<file path="src/rtl/spi9_pkg.sv">
package spi9_pkg;
  localparam logic [7:0]  IDX_CFG     = 8'hB7;
  localparam logic [7:0]  IDX_PKTLEN  = 8'hBC;
  localparam logic [7:0]  IDX_PAYLOAD = 8'hBF;
  localparam logic [7:0]  IDX_RDCTL   = 8'hD4;
  localparam logic [7:0]  RD_KEY      = 8'hFA;
  localparam logic [15:0] RD_ARM_VAL  = 16'h00FA;

  typedef struct packed {
    logic       is_data;
    logic [7:0] val;
  } frame_t;
endpackage

</file>
<file path="src/rtl/spi9_rx.sv">
module spi9_rx
  import spi9_pkg::*;
#(
  parameter int RD_W = 16
) (
  input  logic            clk,
  input  logic            rst_n,
  input  logic            sck,
  input  logic            cs_n,
  input  logic            sdi,
  input  logic            rd_load,
  input  logic [RD_W-1:0] rd_word,
  output frame_t          frm,
  output logic            frm_vld,
  output logic            sdo,
  output logic            sdo_oe
);
  localparam int FW  = 9;
  localparam int CW  = $clog2(FW);
  localparam int RCW = $clog2(RD_W);

  logic [2:0]      sck_q;
  logic [1:0]      cs_q, sdi_q;
  logic [7:0]      sh;
  logic [CW-1:0]   bcnt;
  logic [RD_W-1:0] rsh;
  logic [RCW-1:0]  rcnt;
  logic            ract;
  logic            rise, cs_act, bit_in;

  assign rise   = sck_q[1] & ~sck_q[2];
  assign cs_act = ~cs_q[1];
  assign bit_in = sdi_q[1];
  assign sdo    = rsh[RD_W-1];
  assign sdo_oe = ract;

  always_ff @(posedge clk or negedge rst_n) begin
    if (!rst_n) begin
      sck_q   <= '0;
      cs_q    <= '1;
      sdi_q   <= '0;
      sh      <= '0;
      bcnt    <= '0;
      rsh     <= '0;
      rcnt    <= '0;
      ract    <= 1'b0;
      frm     <= '0;
      frm_vld <= 1'b0;
    end else begin
      sck_q   <= {sck_q[1:0], sck};
      cs_q    <= {cs_q[0], cs_n};
      sdi_q   <= {sdi_q[0], sdi};
      frm_vld <= 1'b0;
      if (!cs_act) begin
        bcnt <= '0;
        ract <= 1'b0;
      end else if (rd_load) begin
        rsh  <= rd_word;
        rcnt <= '0;
        ract <= 1'b1;
      end else if (rise) begin
        if (ract) begin
          rsh  <= {rsh[RD_W-2:0], 1'b0};
          rcnt <= rcnt + 1'b1;
          if (rcnt == RCW'(RD_W-1)) ract <= 1'b0;
        end else if (bcnt == CW'(FW-1)) begin
          frm     <= {sh, bit_in};
          frm_vld <= 1'b1;
          bcnt    <= '0;
        end else begin
          sh   <= {sh[6:0], bit_in};
          bcnt <= bcnt + 1'b1;
        end
      end
    end
  end

  a_r4_cs_abort: assert property (@(posedge clk) disable iff (!rst_n)
    cs_q[1] |=> !frm_vld);
  a_r5_load_oe: assert property (@(posedge clk) disable iff (!rst_n)
    $rose(ract) |-> $past(rd_load));
endmodule

</file>
<file path="src/rtl/spi9_regs.sv">
module spi9_regs
  import spi9_pkg::*;
#(
  parameter logic [7:0] BASE = 8'hB0,
  parameter int         NUM  = 48
) (
  input  logic        clk,
  input  logic        rst_n,
  input  logic        we,
  input  logic [7:0]  widx,
  input  logic [15:0] wdat,
  input  logic [7:0]  ridx,
  output logic [15:0] rdat,
  output logic [3:0]  cfg_bits,
  output logic [15:0] pkt_len
);
  localparam int         AW      = $clog2(NUM);
  localparam logic [7:0] OFF_CFG = IDX_CFG - BASE;
  localparam logic [7:0] OFF_LEN = IDX_PKTLEN - BASE;

  logic [15:0] regs [NUM];
  logic [7:0]  roff, woff;

  function automatic logic in_win(input logic [7:0] i);
    return (i >= BASE) && (({1'b0, i} - {1'b0, BASE}) < 9'(NUM));
  endfunction

  assign roff = ridx - BASE;
  assign woff = widx - BASE;

  always_ff @(posedge clk or negedge rst_n) begin
    if (!rst_n) begin
      for (int i = 0; i < NUM; i++) regs[i] <= '0;
    end else if (we && in_win(widx)) begin
      regs[woff[AW-1:0]] <= wdat;
    end
  end

  assign rdat     = in_win(ridx) ? regs[roff[AW-1:0]] : 16'h0000;
  assign cfg_bits = {regs[OFF_CFG[AW-1:0]][9], regs[OFF_CFG[AW-1:0]][6],
                     regs[OFF_CFG[AW-1:0]][3], regs[OFF_CFG[AW-1:0]][0]};
  assign pkt_len  = regs[OFF_LEN[AW-1:0]];

  a_r10_cfg_on_write: assert property (@(posedge clk) disable iff (!rst_n)
    !$past(we) |-> $stable(cfg_bits));
endmodule

</file>
<file path="src/rtl/spi9_payload.sv">
module spi9_payload #(
  parameter int DEPTH = 16,
  parameter int LW    = 16
) (
  input  logic          clk,
  input  logic          rst_n,
  input  logic          start,
  input  logic          push,
  input  logic [7:0]    din,
  input  logic [LW-1:0] len,
  output logic          out_valid,
  output logic [7:0]    out_data,
  output logic          out_last,
  input  logic          out_ready
);
  localparam int PW = $clog2(DEPTH);
  localparam int CW = $clog2(DEPTH+1);

  logic [8:0]    mem [DEPTH];
  logic [PW-1:0] wp, rp;
  logic [CW-1:0] cnt;
  logic [LW-1:0] pkt_cnt, cap;
  logic          in_pkt, full, wr, rd;

  assign cap       = (len > LW'(DEPTH)) ? LW'(DEPTH) : len;
  assign in_pkt    = push && (pkt_cnt < cap);
  assign full      = (cnt == CW'(DEPTH));
  assign wr        = in_pkt && !full;
  assign out_valid = (cnt != '0);
  assign rd        = out_valid && out_ready;
  assign out_data  = mem[rp][7:0];
  assign out_last  = mem[rp][8];

  always_ff @(posedge clk or negedge rst_n) begin
    if (!rst_n) begin
      wp      <= '0;
      rp      <= '0;
      cnt     <= '0;
      pkt_cnt <= '0;
      for (int i = 0; i < DEPTH; i++) mem[i] <= '0;
    end else begin
      if (start)       pkt_cnt <= '0;
      else if (in_pkt) pkt_cnt <= pkt_cnt + 1'b1;
      if (wr) begin
        mem[wp] <= {pkt_cnt == cap - LW'(1), din};
        wp      <= wp + 1'b1;
      end
      if (rd) rp <= rp + 1'b1;
      cnt <= cnt + CW'(wr) - CW'(rd);
    end
  end

  a_r8_no_overflow: assert property (@(posedge clk) disable iff (!rst_n)
    cnt <= CW'(DEPTH));
  a_r9_hold: assert property (@(posedge clk) disable iff (!rst_n)
    out_valid && !out_ready |=> out_valid && $stable(out_data) && $stable(out_last));
endmodule

</file>
<file path="src/rtl/spi9_regif.sv">
module spi9_regif
  import spi9_pkg::*;
#(
  parameter logic [7:0] BASE  = 8'hB0,
  parameter int         NUM   = 48,
  parameter int         DEPTH = 16
) (
  input  logic       clk,
  input  logic       rst_n,
  input  logic       spi_sck,
  input  logic       spi_cs_n,
  input  logic       spi_sdi,
  output logic       spi_sdo,
  output logic       spi_sdo_oe,
  output logic       pay_valid,
  input  logic       pay_ready,
  output logic [7:0] pay_data,
  output logic       pay_last,
  output logic       cfg_hs_en,
  output logic       cfg_video_en,
  output logic       cfg_dcs_sel,
  output logic       cfg_eot_en
);
  frame_t      frm;
  logic        frm_vld, is_cmd, is_dat, rd_load, sel_cmd, pay_push, pay_start, bank_we;
  logic        sel_vld, phase_hi, pay_mode, armed;
  logic [7:0]  sel_idx, lo_byte;
  logic [15:0] wdat, rdat, pkt_len;
  logic [3:0]  cfg_bits;

  assign is_cmd    = frm_vld && !frm.is_data;
  assign is_dat    = frm_vld && frm.is_data;
  assign rd_load   = is_cmd && armed && (frm.val == RD_KEY);
  assign sel_cmd   = is_cmd && !rd_load;
  assign pay_start = sel_cmd && (frm.val == IDX_PAYLOAD);
  assign pay_push  = is_dat && sel_vld && pay_mode;
  assign bank_we   = is_dat && sel_vld && !pay_mode && phase_hi;
  assign wdat      = {frm.val, lo_byte};

  always_ff @(posedge clk or negedge rst_n) begin
    if (!rst_n) begin
      sel_vld  <= 1'b0;
      sel_idx  <= '0;
      phase_hi <= 1'b0;
      pay_mode <= 1'b0;
      armed    <= 1'b0;
      lo_byte  <= '0;
    end else begin
      if (sel_cmd) begin
        sel_vld  <= 1'b1;
        sel_idx  <= frm.val;
        phase_hi <= 1'b0;
        pay_mode <= (frm.val == IDX_PAYLOAD);
      end
      if (rd_load) armed <= 1'b0;
      if (is_dat && sel_vld && !pay_mode) begin
        if (!phase_hi) begin
          lo_byte  <= frm.val;
          phase_hi <= 1'b1;
        end else begin
          phase_hi <= 1'b0;
        end
      end
      if (bank_we && sel_idx == IDX_RDCTL && wdat == RD_ARM_VAL) armed <= 1'b1;
    end
  end

  spi9_rx #(.RD_W(16)) u_rx (
    .clk(clk), .rst_n(rst_n), .sck(spi_sck), .cs_n(spi_cs_n), .sdi(spi_sdi),
    .rd_load(rd_load), .rd_word(rdat), .frm(frm), .frm_vld(frm_vld),
    .sdo(spi_sdo), .sdo_oe(spi_sdo_oe)
  );

  spi9_regs #(.BASE(BASE), .NUM(NUM)) u_regs (
    .clk(clk), .rst_n(rst_n), .we(bank_we), .widx(sel_idx), .wdat(wdat),
    .ridx(sel_idx), .rdat(rdat), .cfg_bits(cfg_bits), .pkt_len(pkt_len)
  );

  spi9_payload #(.DEPTH(DEPTH), .LW(16)) u_pay (
    .clk(clk), .rst_n(rst_n), .start(pay_start), .push(pay_push), .din(frm.val),
    .len(pkt_len), .out_valid(pay_valid), .out_data(pay_data), .out_last(pay_last),
    .out_ready(pay_ready)
  );

  assign cfg_hs_en    = cfg_bits[0];
  assign cfg_video_en = cfg_bits[1];
  assign cfg_dcs_sel  = cfg_bits[2];
  assign cfg_eot_en   = cfg_bits[3];

  a_r2_hi_after_lo: assert property (@(posedge clk) disable iff (!rst_n)
    $rose(phase_hi) |-> $past(is_dat));
  a_r7_push_excl: assert property (@(posedge clk) disable iff (!rst_n)
    pay_push |=> !$past(bank_we));
endmodule

</file>
<file path="config.mk">
export PLATFORM = sky130hd
export DESIGN_NAME = spi9_regif
export DESIGN_NICKNAME = d
export VERILOG_FILES = /design/src/rtl/spi9_pkg.sv /design/src/rtl/spi9_rx.sv /design/src/rtl/spi9_regs.sv /design/src/rtl/spi9_payload.sv /design/src/rtl/spi9_regif.sv
export SDC_FILE = /design/constraint.sdc
export NUM_CORES = 2
export LEC_CHECK = 0
export BUFFER_PORTS_ARGS = -buffer_cell sky130_fd_sc_hd__buf_2
export CORE_ASPECT_RATIO = 0.6
export CORE_UTILIZATION = 60
export CTS_BUF_LIST = sky130_fd_sc_hd__clkbuf_4 sky130_fd_sc_hd__clkbuf_8 sky130_fd_sc_hd__clkbuf_16
export DETAILED_ROUTE_END_ITERATION = 8
export MAX_ROUTING_LAYER = met4
export PLACE_DENSITY = 0.76
export SYNTH_ARGS = -nofsm -noshare
export SYNTH_HDL_FRONTEND = slang
export SYNTH_SLANG_ARGS = --single-unit
</file>
<file path="constraint.sdc">
create_clock -name clk -period 5.1 [get_ports clk]
set_clock_uncertainty 0.2 [all_clocks]
set_input_delay 0.765 -clock clk [delete_from_list [all_inputs] [get_ports clk]]
set_output_delay 0.765 -clock clk [all_outputs]
set_load 0.01 [all_outputs]
</file>
Word level (Yosys, flattened, before mapping)
Index checks and enable logic that the tools add are counted.

operators by class
  multiplexer cells = 42
  order comparisons = 9
  reduce and logical (&&, ||, !) cells = 36
  bitwise operators = 10
  equal/unequal tests = 10
  add/subtract/negate cells = 10

operators with widths
  cell                                                             number
  bitwise mux 768 bit                                              1
  two-way mux 16 bit                                               10
  bitwise mux 144 bit                                              1
  binary-select mux 16 bit (select 6 bit)                          1
  demux 16 bit (select 6 bit)                                      1
  binary-select mux 9 bit (select 4 bit)                           1
  demux 9 bit (select 4 bit)                                       1
  two-way mux 4 bit                                                8
  two-way mux 9 bit                                                3
  equality test 8 bit (second input constant)                      3
  logical AND 1 bit                                                19
  adder 16 x 1 -> 16 bit (second input constant)                   1
  adder 4 x 1 -> 4 bit (second input constant)                     4
  equality test 16 bit                                             1
  equality test 16 x 8 -> 1 bit (second input constant)            1
  greater-than comparator 16 x 5 -> 1 bit (second input constant)  1
  less-than comparator 16 bit                                      1
  subtractor 16 x 1 -> 16 bit (second input constant)              1
  two-way mux 1 bit                                                15
  nonzero test 2 bit                                               6
  >= comparator 5 bit (second input constant)                      2
  NOT 4 -> 5 bit                                                   2
  AND reduction 5 bit                                              2
  less-than comparator 9 x 6 -> 1 bit (second input constant)      1
  other kinds (19)                                                 30

word-level totals
  output and inout port bits = 16
  bits of input ports = 6
  register bits after elaboration = 1011

Depth between registers and ports, before layout
  depth in word-level cells = 8
  mapped depth = 17

Hierarchy
Synthesis repeated with hierarchy kept, for this count alone.

second synthesis, totals
  cells, all modules = 3173
  area total of the unflattened synthesis = 49552.5 um^2

by module, submodules not included
  module        area an instance (um^2)  cells each  times used
  spi9_regs     37584.8                  2318        1
  spi9_payload  8921.1                   631         1
  spi9_rx       2072.0                   153         1
  spi9_regif    974.7                    71          1

Least setup slack after synthesis
No wires, ideal clock.

  path kind = register -> register
  start point = register u_regs.regs, in the netlist u_regs.pkt_len[13]
  end point = register u_pay.cnt[4]
  stages on the path, launching flop included = 17
  data required time = 4.777 ns
  library setup time = 0.123 ns
  arrival = 3.234 ns
  path slack = 1.544 ns
  buffers on the path = 1
  path through = dfrtp_1 > nor4_2 > and3_1 > buf_6 > nand2_1 > ha_1 > nand2b_1 > a21oi_1 > o2111ai_1 > a211o_1 > and3_1 > ha_1 > fa_1 > a21oi_1 > nor2_1 > nor2_1 > xnor2_1

between the ends
  longest elaborated chain between the ends = 7

RTL lines
  element                                  line                RTL
  from (decl)                              spi9_regs.sv:21     logic [15:0] regs [NUM];
  from (signal, indexed assignment)        spi9_regs.sv:35     regs[woff[AW-1:0]] <= wdat;
  greater-than comparator 16 x 5 -> 1 bit  spi9_payload.sv:25  assign cap = (len > LW'(DEPTH)) ? LW'(DEPTH) : len;
  two-way mux 16 bit (*)                   spi9_payload.sv:25
  less-than comparator 16 bit (*)          spi9_payload.sv:26  assign in_pkt = push && (pkt_cnt < cap);
  logical AND 1 bit (*)                    spi9_payload.sv:26
  logical AND 1 bit (*)                    spi9_payload.sv:28  assign wr = in_pkt && !full;
  named net u_pay.wr                       spi9_payload.sv:23  logic in_pkt, full, wr, rd;
  adder 5 x 1 -> 5 bit (*)                 spi9_payload.sv:49  cnt <= cnt + CW'(wr) - CW'(rd);
  subtractor 5 x 1 -> 5 bit (*)            spi9_payload.sv:49
  to (signal assigned)                     spi9_payload.sv:49
  to (decl)                                spi9_payload.sv:21  logic [CW-1:0] cnt;

The timed path passes the listed nets; every way through them passes the cells marked *.
A chain may end at the register's enable or synchronous reset.

Worst setup path in the final report
Ends and elaborated chain as after synthesis.

==> run metrics <==
Routed wire per std cell=31.5 µm; Synth-to-Final Area Change=9.56%; Tot GR Track Use=37.9%; share of layout cells above drive strength 1=41.9%; DR vias/cell=7.00; fin worst setup slack=0.884 ns; initial cell density of the core=60.8%; Rows=79; status=complete, no violations; cts hold-fix bufs=4; Clk pin slew, worst setup/hold paths=0.07 ns; Worst setup EP type=flop; max-slew violations=0; Total Power=16.2 mW; Post-synth top flop=dfrtp_1; met1 usage=54.9%; RD Place Congestion=0.994; met3 Use GR=15.8%; Peak supply drop=0.306 mV; power per standard cell area=313 nW/µm²; CTS Buf Count=93; Period minus WS final=4.22 ns; number of global-route vias before repair=31900; nature of the critical path startpoint=flop; Fillers=5423; final net count=3499; largest cells by area after synthesis=dfrtp_1, mux2_2, mux4_2; num ports=22; # DRC=0; clk_lat worst skew=0.70 ns; Final Core Density=66.6%; Iter 0 DRT Violations=4346; FMAX=237 MHz; GR Layer Usage met2=48.3%; register area share after synthesis=53.7%; CP max FO=11; PostCTS Resize Cnt=0; WS Path Type=flop to flop; antenna violations before repair=1; async set-or-reset flop fraction in the synthesized netlist=100%; Longest Clk Path Bufs=3; Worst Max-Slew Pin Slew=1.20 ns; Synth Warn #=0; Die Y=219 µm; Netlist cell types=79; Req. time, crit path=5.52 ns; RSZ-0062 raised after global routing=no; I/O Buffers=21; total core area=77600 µm²; Post-Route WL=144000 µm; vias post-DR=32100; die footprint=79700 µm²; Yosys reg bits=1011; Mapped Area=47100 µm²; syn_area_per_cell=13.5 µm²; grt ovf=0; Detail Route Antenna Nets=0; worst hold slack=0.150 ns; post-synth top area cell=dfrtp_1; most used routing layer=met1; drt pass-1 iters=6; most frequent cells after synthesis=mux2_2, dfrtp_1, clkbuf_1, nand2_1, buf_2; most numerous cell in the Yosys netlist=mux2_2; Setup Fix Bufs, Post-CTS=0; maxcap violations=0; post-synth top area share=53.6%; dpl ws=0.935 ns; largest net degree at the start of global routing=115; clk root buf=clkbuf_16; crit path DAT=4.64 ns; Leak=24.7 nW; final-report hold violation count=0; clock sinks=1011; htree depth=3; setup tns final=0 ns; Min-Delay Path Class=flop to flop; Post-DP HPWL=92000 µm; first-pass GRT wire length=214000 µm; Final Setup Violations=0; Syn Inst Count=3498; Post-synth EDFFs=0; worst relative slew slack=19.8%; Die X=364 µm; CTS tree=built; Tcrit/Tclk final=82.7%
-- flip-flops by register name, summed over array words and instances (netlist names), 2 cells and up --
| signal | count |
|---|---|
| u_regs.regs | 748 |
| u_pay.mem | 144 |
| u_pay.pkt_cnt | 16 |
| u_regs.pkt_len | 16 |
| u_rx.rsh | 16 |
| u_rx.frm | 9 |
| lo_byte | 8 |
| sel_idx | 8 |
| u_rx.sh | 8 |
| u_pay.cnt | 5 |
| u_pay.rp | 4 |
| u_pay.wp | 4 |
| u_regs.cfg_bits | 4 |
| u_rx.bcnt | 4 |
| u_rx.rcnt | 4 |
| u_rx.sck_q | 3 |
| u_rx.cs_q | 2 |
| u_rx.sdi_q | 2 |
-- where the power goes --
group          internal, mW  switching (mW)  leakage (nW)
clock                  4.06            3.18          1.59
sequential             8.09           0.140          14.0
combinational         0.282           0.397          9.18
-- layer usage --
| layer | share of wire (%) | vias up |
|---|---|---|
| li1 | - | 12900 |
| met1 | 43 | 17000 |
| met4 | 2.8 | 0 |
| met2 | 40 | 1871 |
| met5 | 0 | - |
| met3 | 14 | 300 |
-- layout make-up --
type	instances	area (µm²)	share of cell area, %
antenna	2	5.00	0.00969
multi-input combinational	2170	20500	39.7
timing repair buffer	153	1270	2.45
sequential	1011	25300	49.0
clock buffer	133	2730	5.29
inverter	26	97.6	0.189
clock inverter	35	414	0.802
tap	1053	1320	2.55
-- per-stage QoR --
step	area, µm²	cells
floorplan	47200	3508
global placement	48500	4409
detailed placement	48500	4409
CTS	51600	4581
global route	51600	4581
finish	51700	4583
-- path summary, 6_finish.rpt --
kind	start	to	slack, ns	depth (start not counted)
max	u_regs.pkt_len[13]	u_pay.cnt[4]	0.88	15
min	u_rx.sdi_q[0]	u_rx.sdi_q[1]	0.15	0
max reg2reg	u_regs.pkt_len[13]	u_pay.cnt[4]	0.88	15
min reg2reg	u_rx.sdi_q[0]	u_rx.sdi_q[1]	0.15	0
max in group asynchronous	rst_n	u_rx.frm[2]	2.85	3
min in group asynchronous	rst_n	u_regs.regs[77]	0.52	2
-- cell usage in the layout (no fill, tap or decap), types with 13 or more instances in the layout --
cell type     n
mux2_2     1027
clkbuf_8     17
or4_1        13
inv_1        24
clkbuf_4     23
nand3_1      32
clkinv_2     18
a21oi_1     103
dfrtp_1     989
a22oi_1      18
a221oi_1     33
o21ai_0      87
dfrtp_2      17
nor3_4       13
buf_4       116
nand2b_1     17
o31ai_1      21
a211oi_1     22
o221ai_1     39
and3_1       25
ha_1         37
buf_2        20
nor2_1       65
o22ai_1      93
nand4_1      27
clkbuf_16    93
nor3_1       13
mux4_2       71
nand2_1     119
mux2i_1      82
-- worst max-delay path, cell delays in order (launching register included) --
cell,delay [ns]
dfrtp_1,0.41
nor4_2,0.41
and3_1,0.44
nand2_1,0.15
ha_1,0.29
nand2b_1,0.06
a21oi_1,0.14
o2111ai_1,0.22
a211o_1,0.38
and3_1,0.25
ha_1,0.24
fa_1,0.43
a21oi_1,0.19
nor2_1,0.07
nor2_1,0.13
xnor2_1,0.13
-- cell families after synthesis --
logic type	Yosys count	synth area share, %
multiplexers	1190	29.9
buffers and inverters	327	3.02
AND/OR/NAND/NOR	401	4.72
flip-flops	1011	53.7
XOR/XNOR	13	0.241
adder cells (fa/ha/maj)	38	1.02
other	1	0.00795
AO/OA/AOI/OAI	517	7.43
Power figures use the tool's default switching activity.
